`config.mk`:
```
export PLATFORM = sky130hd
export DESIGN_NAME = uart_rx_rts
export DESIGN_NICKNAME = d
export VERILOG_FILES = /design/src/rtl/uart_rx_pkg.sv /design/src/rtl/uart_rx_sync_vote.sv /design/src/rtl/uart_rx_timer.sv /design/src/rtl/uart_rx_shifter.sv /design/src/rtl/uart_rx_rts.sv
export SDC_FILE = /design/constraint.sdc
export NUM_CORES = 1
export LEC_CHECK = 0
export ABC_AREA = 1
export BUFFER_PORTS_ARGS = -buffer_cell sky130_fd_sc_hd__buf_2
export CORE_MARGIN = 10
export CORE_UTILIZATION = 55
export DETAILED_ROUTE_END_ITERATION = 16
export GPL_TIMING_DRIVEN = 0
export PLACE_DENSITY = 0.76
export SETUP_SLACK_MARGIN = 0.15
export SLEW_MARGIN = 10
export SYNTH_ARGS = -nofsm -noshare
export SYNTH_HDL_FRONTEND = slang
export SYNTH_HIERARCHICAL = 1
export SYNTH_SLANG_ARGS = --single-unit
```
`constraint.sdc`:
```
create_clock -name clk -period 7.9 [get_ports clk]
set_clock_uncertainty 0.2 [all_clocks]
set_input_delay 1.58 -clock clk [delete_from_list [all_inputs] [get_ports clk]]
set_output_delay 1.58 -clock clk [all_outputs]
set_load 0.1 [all_outputs]
```
`src/rtl/uart_rx_pkg.sv`:
```
package uart_rx_pkg;
  typedef enum logic [2:0] {
    ST_IDLE,
    ST_ARM,
    ST_HUNT,
    ST_START,
    ST_DATA,
    ST_STOP
  } rx_state_t;

  function automatic logic maj3(input logic a, input logic b, input logic c);
    return (a & b) | (a & c) | (b & c);
  endfunction
endpackage

```
`src/rtl/uart_rx_sync_vote.sv`:
```
module uart_rx_sync_vote import uart_rx_pkg::*; #(
  parameter int SYNC = 2
) (
  input  logic clk,
  input  logic rst,
  input  logic tick,
  input  logic rx_pin,
  output logic line,
  output logic vote
);
  logic [SYNC-1:0] sync_q;
  logic [1:0]      win_q;

  always_ff @(posedge clk) begin
    if (rst) begin
      sync_q <= '1;
      win_q  <= 2'b11;
    end else begin
      sync_q <= {sync_q[SYNC-2:0], rx_pin};
      if (tick) win_q <= {win_q[0], sync_q[SYNC-1]};
    end
  end

  assign line = sync_q[SYNC-1];
  assign vote = maj3(win_q[1], win_q[0], line);
endmodule

```
`src/rtl/uart_rx_timer.sv`:
```
module uart_rx_timer #(
  parameter int OVS = 16
) (
  input  logic clk,
  input  logic rst,
  input  logic tick,
  input  logic restart,
  output logic mid
);
  localparam int CW  = $clog2(OVS);
  localparam int MID = OVS / 2;

  logic [CW-1:0] cnt_q;

  always_ff @(posedge clk) begin
    if (rst) cnt_q <= '0;
    else if (tick) begin
      if (restart) cnt_q <= '0;
      else if (cnt_q == CW'(OVS - 1)) cnt_q <= '0;
      else cnt_q <= cnt_q + CW'(1);
    end
  end

  assign mid = tick && !restart && (cnt_q == CW'(MID - 1));
endmodule

```
`src/rtl/uart_rx_shifter.sv`:
```
module uart_rx_shifter #(
  parameter int DATA_W = 8,
  localparam int IW = $clog2(DATA_W + 1)
) (
  input  logic              clk,
  input  logic              rst,
  input  logic              clear,
  input  logic              shift,
  input  logic              bit_in,
  input  logic [IW-1:0]     idx,
  input  logic              msb_first,
  output logic [DATA_W-1:0] data,
  output logic              extra
);
  for (genvar g = 0; g < DATA_W; g++) begin : g_bit
    logic hit;
    assign hit = msb_first ? (idx == IW'(DATA_W - 1 - g)) : (idx == IW'(g));
    always_ff @(posedge clk) begin
      if (rst || clear) data[g] <= 1'b0;
      else if (shift && hit) data[g] <= bit_in;
    end
  end

  always_ff @(posedge clk) begin
    if (rst || clear) extra <= 1'b0;
    else if (shift && idx == IW'(DATA_W)) extra <= bit_in;
  end
endmodule

```
`src/rtl/uart_rx_rts.sv`:
```
module uart_rx_rts import uart_rx_pkg::*; #(
  parameter int DATA_W = 8,
  parameter int OVS    = 16,
  parameter int SYNC   = 2
) (
  input  logic              clk,
  input  logic              rst,
  input  logic              tick,
  input  logic              rx_en,
  input  logic              cfg_nine,
  input  logic              cfg_par_en,
  input  logic              cfg_par_odd,
  input  logic              cfg_start_lvl,
  input  logic              cfg_msb_first,
  input  logic              cfg_flow_en,
  input  logic              rx_pin,
  input  logic              rd_data,
  output logic [DATA_W-1:0] rx_data,
  output logic              rx_bit9,
  output logic              rx_done_irq,
  output logic              rx_done,
  output logic              rx_active,
  output logic              err_parity,
  output logic              err_frame,
  output logic              err_overrun,
  output logic              rts_n
);
  localparam int IW = $clog2(DATA_W + 1);

  logic            line, vote, mid, restart;
  logic            sh_clear, sh_shift, sh_extra, complete;
  logic [DATA_W-1:0] sh_data;
  rx_state_t       state_q, state_n;
  logic [IW-1:0]   idx_q, idx_n, last_idx;
  logic            par_bad, stop_bad, done_n;

  uart_rx_sync_vote #(.SYNC(SYNC)) u_sync (
    .clk(clk), .rst(rst), .tick(tick), .rx_pin(rx_pin),
    .line(line), .vote(vote)
  );

  uart_rx_timer #(.OVS(OVS)) u_timer (
    .clk(clk), .rst(rst), .tick(tick), .restart(restart), .mid(mid)
  );

  uart_rx_shifter #(.DATA_W(DATA_W)) u_shift (
    .clk(clk), .rst(rst), .clear(sh_clear), .shift(sh_shift), .bit_in(vote),
    .idx(idx_q), .msb_first(cfg_msb_first), .data(sh_data), .extra(sh_extra)
  );

  assign last_idx = (cfg_nine || cfg_par_en) ? IW'(DATA_W) : IW'(DATA_W - 1);

  always_comb begin
    state_n  = state_q;
    idx_n    = idx_q;
    restart  = 1'b0;
    sh_clear = 1'b0;
    sh_shift = 1'b0;
    complete = 1'b0;
    if (!rx_en) state_n = ST_IDLE;
    else begin
      unique case (state_q)
        ST_IDLE:  state_n = ST_ARM;
        ST_ARM:   if (tick && line != cfg_start_lvl) state_n = ST_HUNT;
        ST_HUNT:  if (tick && line == cfg_start_lvl) begin
                    state_n = ST_START;
                    restart = 1'b1;
                  end
        ST_START: if (mid) begin
                    if (vote == cfg_start_lvl) begin
                      state_n  = ST_DATA;
                      idx_n    = '0;
                      sh_clear = 1'b1;
                    end else state_n = ST_HUNT;
                  end
        ST_DATA:  if (mid) begin
                    sh_shift = 1'b1;
                    if (idx_q == last_idx) state_n = ST_STOP;
                    else idx_n = idx_q + IW'(1);
                  end
        ST_STOP:  if (mid) begin
                    complete = 1'b1;
                    state_n  = ST_IDLE;
                  end
        default:  state_n = ST_IDLE;
      endcase
    end
  end

  assign par_bad  = cfg_par_en && ((^sh_data ^ cfg_par_odd) != sh_extra);
  assign stop_bad = (vote == cfg_start_lvl);
  assign done_n   = complete ? 1'b1 : (rd_data ? 1'b0 : rx_done);

  always_ff @(posedge clk) begin
    if (rst) begin
      state_q     <= ST_IDLE;
      idx_q       <= '0;
      rx_data     <= '0;
      rx_bit9     <= 1'b0;
      rx_done_irq <= 1'b0;
      rx_done     <= 1'b0;
      rx_active   <= 1'b0;
      err_parity  <= 1'b0;
      err_frame   <= 1'b0;
      err_overrun <= 1'b0;
      rts_n       <= 1'b0;
    end else begin
      state_q     <= state_n;
      idx_q       <= idx_n;
      rx_active   <= (state_n != ST_IDLE);
      rx_done_irq <= complete;
      rx_done     <= done_n;
      rts_n       <= cfg_flow_en && !(rx_en && !done_n);
      if (complete) begin
        rx_data    <= sh_data;
        rx_bit9    <= (cfg_nine || cfg_par_en) ? sh_extra : 1'b0;
        err_parity <= par_bad;
        err_frame  <= stop_bad;
        if (rx_done && !rd_data) err_overrun <= 1'b1;
      end else if (rd_data) begin
        err_parity <= 1'b0;
        err_frame  <= 1'b0;
      end
    end
  end
endmodule

```
Word-level counts from Yosys, hierarchy flattened
Cells that the tools add are included.
- register bits: 40
- word-level logic and storage cells: 129
- $add $sub $neg: 2
- equality and inequality tests: 24
- mux-type cells: 43
- bitwise logic cells: 6
- reduce and logical (&&, ||, !) cells: 31
- operators with widths (cell ; count):
    $mux W4 ; 7
    $mux W1 ; 26
    $mux W3 ; 8
    $eq A4 B3 Y1 const B ; 5
    $pmux W3 S6 ; 1
    $logic_and A1 B1 Y1 ; 17
    $add A4 B1 Y4 const B ; 2
    $eq A4 B2 Y1 const B ; 2
    $eq A4 B4 Y1 const B ; 2
    $ne A2 B2 Y1 const B ; 4
    $pmux W4 S2 ; 1
    $reduce_xor A8 Y1 ; 1
    $eq A3 B2 Y1 const B ; 2
    $eq A3 B3 Y1 const B ; 2
    $reduce_and A6 Y1 ; 1
    $eq A4 B1 Y1 const B ; 1
    $eq A4 B4 Y1 ; 1
    $logic_not A1 Y1 ; 4
    $logic_not A4 Y1 ; 1
    $reduce_bool A2 Y1 ; 2
    $and A1 B1 Y1 ; 3
    $eq A3 B1 Y1 const B ; 1
    $logic_not A3 Y1 ; 1
    $reduce_bool A3 Y1 ; 1
    other kinds (6) ; 10

Logic depth before layout (Yosys ltp)
- depth after elaboration: 16
- depth in mapped cells: 13

Cells and area by module
Netlist, hierarchy kept.
- modules (own cells, without submodules) (module ; times used ; cells an instance ; area an instance (um2) ; seq. area each (um2)):
    uart_rx_rts ; 1 ; 202 ; 1335.0 ; 460.4
    uart_rx_shifter ; 1 ; 100 ; 590.6 ; 180.2
    uart_rx_timer ; 1 ; 27 ; 201.4 ; 80.1
    uart_rx_sync_vote ; 1 ; 18 ; 141.4 ; 80.1

Least setup slack after synthesis
Ideal clock, no wire load.
- path kind: input-to-reg
- start point: input cfg_start_lvl
- end point: register u_shift.data[0]
- data arrival time: 3.328 ns
- setup slack: 4.257 ns
- stages on the path: 11
- path buffers: 1
- cells stage by stage: xor2_1 nor4_1 inv_1 nand3_1 nor2_1 inv_1 nor3_1 buf_2 nand4_1 nand2_1 nor2_1
- longest elaborated chain between the ends: 12
- ends and longest elaborated chain (what ; RTL line ; source):
    start, declared ; uart_rx_rts.sv:13 ; input logic cfg_start_lvl,
    $eq A1 B1 Y1 ; uart_rx_rts.sv:65 ; ST_HUNT: if (tick && line == cfg_start_lvl) begin
    $logic_and A1 B1 Y1 ; uart_rx_rts.sv:65 ;
    $mux W1 ; uart_rx_rts.sv:65 ;
    $mux W1 ; uart_rx_rts.sv:62 ; unique case (state_q)
    $mux W1 ; uart_rx_rts.sv:60 ; if (!rx_en) state_n = ST_IDLE;
    net restart ; uart_rx_rts.sv:30 ; logic line, vote, mid, restart;
    $logic_not A1 Y1 ; uart_rx_timer.sv:24 ; assign mid = tick && !restart && (cnt_q == CW'(MID - 1));
    $logic_and A1 B1 Y1 (2 in a row) ; uart_rx_timer.sv:24 ;
    net mid ; uart_rx_rts.sv:30 ;
    $mux W1 ; uart_rx_rts.sv:76 ; ST_DATA: if (mid) begin
    $mux W1 ; uart_rx_rts.sv:62 ;
    $mux W1 ; uart_rx_rts.sv:60 ;
    net sh_shift ; uart_rx_rts.sv:31 ; logic sh_clear, sh_shift, sh_extra, complete;
    $logic_and A1 B1 Y1 ; uart_rx_shifter.sv:20 ; else if (shift && hit) data[g] <= bit_in;
    end signal, assigned by index ; uart_rx_shifter.sv:20 ;
    end, declared ; uart_rx_shifter.sv:12 ; output logic [DATA_W-1:0] data,
The timed path passes the listed nets, and every way through them passes these cells.
A chain may end at the register's enable or synchronous reset.

Worst setup path after layout
- start point: input cfg_start_lvl
- end point: register u_shift.data[2]
Same word-level chain as after synthesis.

==> out/results.txt <==
Root buf cell = clkbuf_8
Final global-route overflow total = 0
Slew @ Worst Pin = 0.710 ns
Die H = 84.2 um
Startpoint types = input pin
Synth top cells by count = 113 x nand2_1, 46 x inv_1, 40 x dfxtp_1, 31 x nor2_1, 28 x nand3_1
Seq/Total Area, Yosys = 35.3%
Prevailing post-synth register cell = dfxtp_1
Residual DRC = 0
Max Fclk = 0.249 GHz
Peak per-stage delay on the critical path = 0.63 ns
Cell taking the most area after synthesis = dfxtp_1
NumNets Final = 394
Crit path cell chain = buf_2 -> xor2_1 -> nor4_1 -> inv_1 -> nand3_1 -> nor2_1 -> inv_1 -> nor3_1 -> buf_2 -> nand3_1 -> nand2_1 -> inv_1 -> nor2_1
Site row count = 23
H-tree depth = 2
CP Data Arrival Time = 4.05 ns
Async set or reset register ratio after synthesis = 0%
# Max-Cap Violations = 0
Post-CTS setup buffers = 0
CP required = 7.93 ns
Die area = 7090 um^2
Clk_lat worst skew = 0.29 ns
Port bufs = 26
Design area = 2590 um^2
Die width = 84.2 um
Most used cell, CP = inv_1
Maximum vdd drop = 89.9 uV
Final hold vios = 0
Fill count = 365
Lkg Pwr = 1.24 nW
Unrepaired setup endpoints after global routing = false
Reg-to-Reg Start = u_sync/sync_q[1]
Min-delay worst type = register to register
Tmin final = 4.01 ns
Simple-Gate Fraction of Synth Area = 40.8%
Setup slack, reg-to-reg = 4.87 ns
Number of global-route vias before repair = 2040
Slowest CP cell = nor3_1
Placeable Area = 4000 um^2
Relative slew margins = 52.3%
Syn-to-layout area delta = 14.1%
Clock sinks = 40
Synth Register Bits = 40
Outcome = finished, final reports clean
Ranking of synthesized cells by area = dfxtp_1 35%, nand2_1 19%, inv_1 7.6%
WL/cell = 11.1 um
Vias = 2143
Reg2Reg Depth = 12
Count leader, synth = nand2_1
Syn_nets = 361
Crit Path Category = input pin to register
Max-slew violations = 0
First-pass GRT wire length = 8820 um
Post-Place Cell Area = 2460 um^2
Final setup vio count = 0
DRT Pass-1 Iters = 4
Worst-path fanout max = 10
Adder-Cell Fraction of Synth Area = 1.10%
Synth warn = 6
P per Cell Area = 163 nW/um^2
Largest family of logic cells by synthesized area = simple AND/OR/NAND/NOR gates
Gate Count Post-Synth = 347
Synth Area in Compound Gates = 9.93%
Final core occ = 64.7%
Crit share post-route = 50.8%
Worst hold path startpoint = u_sync/sync_q[0]
CTS-repair resized insts = 0
Hold Path End = u_sync/sync_q[1]
Worst-path clk slew = 0.08 ns
# hold bufs at CTS = 0
R2R Path End = u_shift/data[2]
Mean area per synthesized cell = 6.54 um^2
ANT nets after route = 0
Netlist cell types = 35
DRT iter0 DRCs = 86
I/O pins = 28
Largest net degree at the start of global routing = 13
Vias per cell = 4.97
Antenna Cells = 0
Global router's overall resource usage = 14.2%
CTS Buffer Depth = 2
Number of buffers created by CTS = 5
DRT Wirelength = 4790 um
CTS tree = built
Setup TNS = 0 ns
Area of the mapped netlist = 2270 um^2
Post-synth EDFFs = 0
Critical path endpoint category = register
WHS Path Cells = 1
Final GP Congestion = 0.855
Share of the synthesized area in the top cell type = 35.3%
Initial antenna violation count = 0
Final hold slack = 0.230 ns
Xor/xnor share of the synthesized area = 2.32%
Layout cells sized above 1 = 16.3%
Initial core utilization = 56.7%
Multiplexer share of the synthesized area = 0%
Pwr Total = 0.421 mW
Detailed placement HPWL = 3700 um
sequential cells by signal, indices dropped and copies added, names as in the netlist:
name           flops
err_frame          1
rx_data            8
u_sync/win_q       2
err_overrun        1
rx_done            1
rts_n              1
u_sync/sync_q      2
u_shift/extra      1
rx_active          1
err_parity         1
idx_q              4
state_q            3
rx_done_irq        1
u_timer/cnt_q      4
rx_bit9            1
u_shift/data       8
worst max-delay path: cells and delay by family:
kind	cells	cell delay, ns
buffers and inverters	5	0.75
and+or+nand+nor	7	1.41
xor gates and xnor gates	1	0.29
per-stage QoR:
stage                     std cells  worst slack, ns
after detailed placement        423             3.61
final                           431             3.89
after CTS                       431             3.90
after global placement          423             3.67
after global routing            431             3.66
after floorplan                 347             4.26
area by class of cell:
class | count | area [um^2] | share of cell area [%]
Buffer | 5 | 43.8 | 1.69
Clock buffer | 7 | 96.3 | 3.72
Clock inverter | 1 | 30.0 | 1.16
Inverter | 51 | 196 | 7.59
Multi-Input combinational cell | 251 | 1230 | 47.4
Sequential cell | 40 | 801 | 30.9
Tap cell | 50 | 62.6 | 2.42
Timing Repair Buffer | 26 | 130 | 5.03
how the worst max path moves through the flow:
| stage | depth (start not counted) | startpoint | endpoint | slack [ns] |
|---|---|---|---|---|
| after global routing | 13 | cfg_start_lvl | u_shift/data[2] | 3.66 |
| final | 13 | cfg_start_lvl | u_shift/data[2] | 3.89 |
| after CTS | 13 | cfg_start_lvl | u_shift/data[2] | 3.90 |
| after detailed placement | 13 | cfg_start_lvl | u_shift/data[2] | 3.61 |
| after floorplan | 11 | cfg_start_lvl | u_shift/data[0] | 4.26 |
| after global placement | 12 | cfg_start_lvl | u_shift/data[0] | 3.67 |
per-layer routing:
layer | vias to the layer above | share of wire, % | wire, um | GRT usage, %
met3 | 9 | 5.6 | 267 | 4.25
met2 | 46 | 41 | 1950 | 21.3
met5 | - | 0 | 0 | 0
met4 | 0 | 1.8 | 84 | 5.18
li1 | 1168 | - | - | -
met1 | 920 | 52 | 2490 | 18.7
kinds of logic (layout without fill, tap and decap cells):
kind of cell	after synthesis	after routing
simple gates	205	205
xor+xnor	6	6
buf+inv	56	90
fa+ha+maj	2	2
flops	40	40
compound gates	38	38
cells in the final DEF, fill, tap and decap left out, types with 5 or more instances in the layout:
cell      Yosys  layout
nor2_1       31      31
inv_1        46      46
dfxtp_1      40      40
nand4_1      11      11
nand3_1      28      28
nor2_2        5       5
clkbuf_8      0       7
buf_2         1      27
a21oi_1      14      14
o21ai_0       8       8
nand2_1     113     113
where the power goes:
group / switching, mW / internal, mW
Combinational: 0.0222 / 0.0100
Clock: 0.0703 / 0.111
Sequential: 0.00245 / 0.205
Total: 0.0950 / 0.326
(Power assumes the default switching activity.)
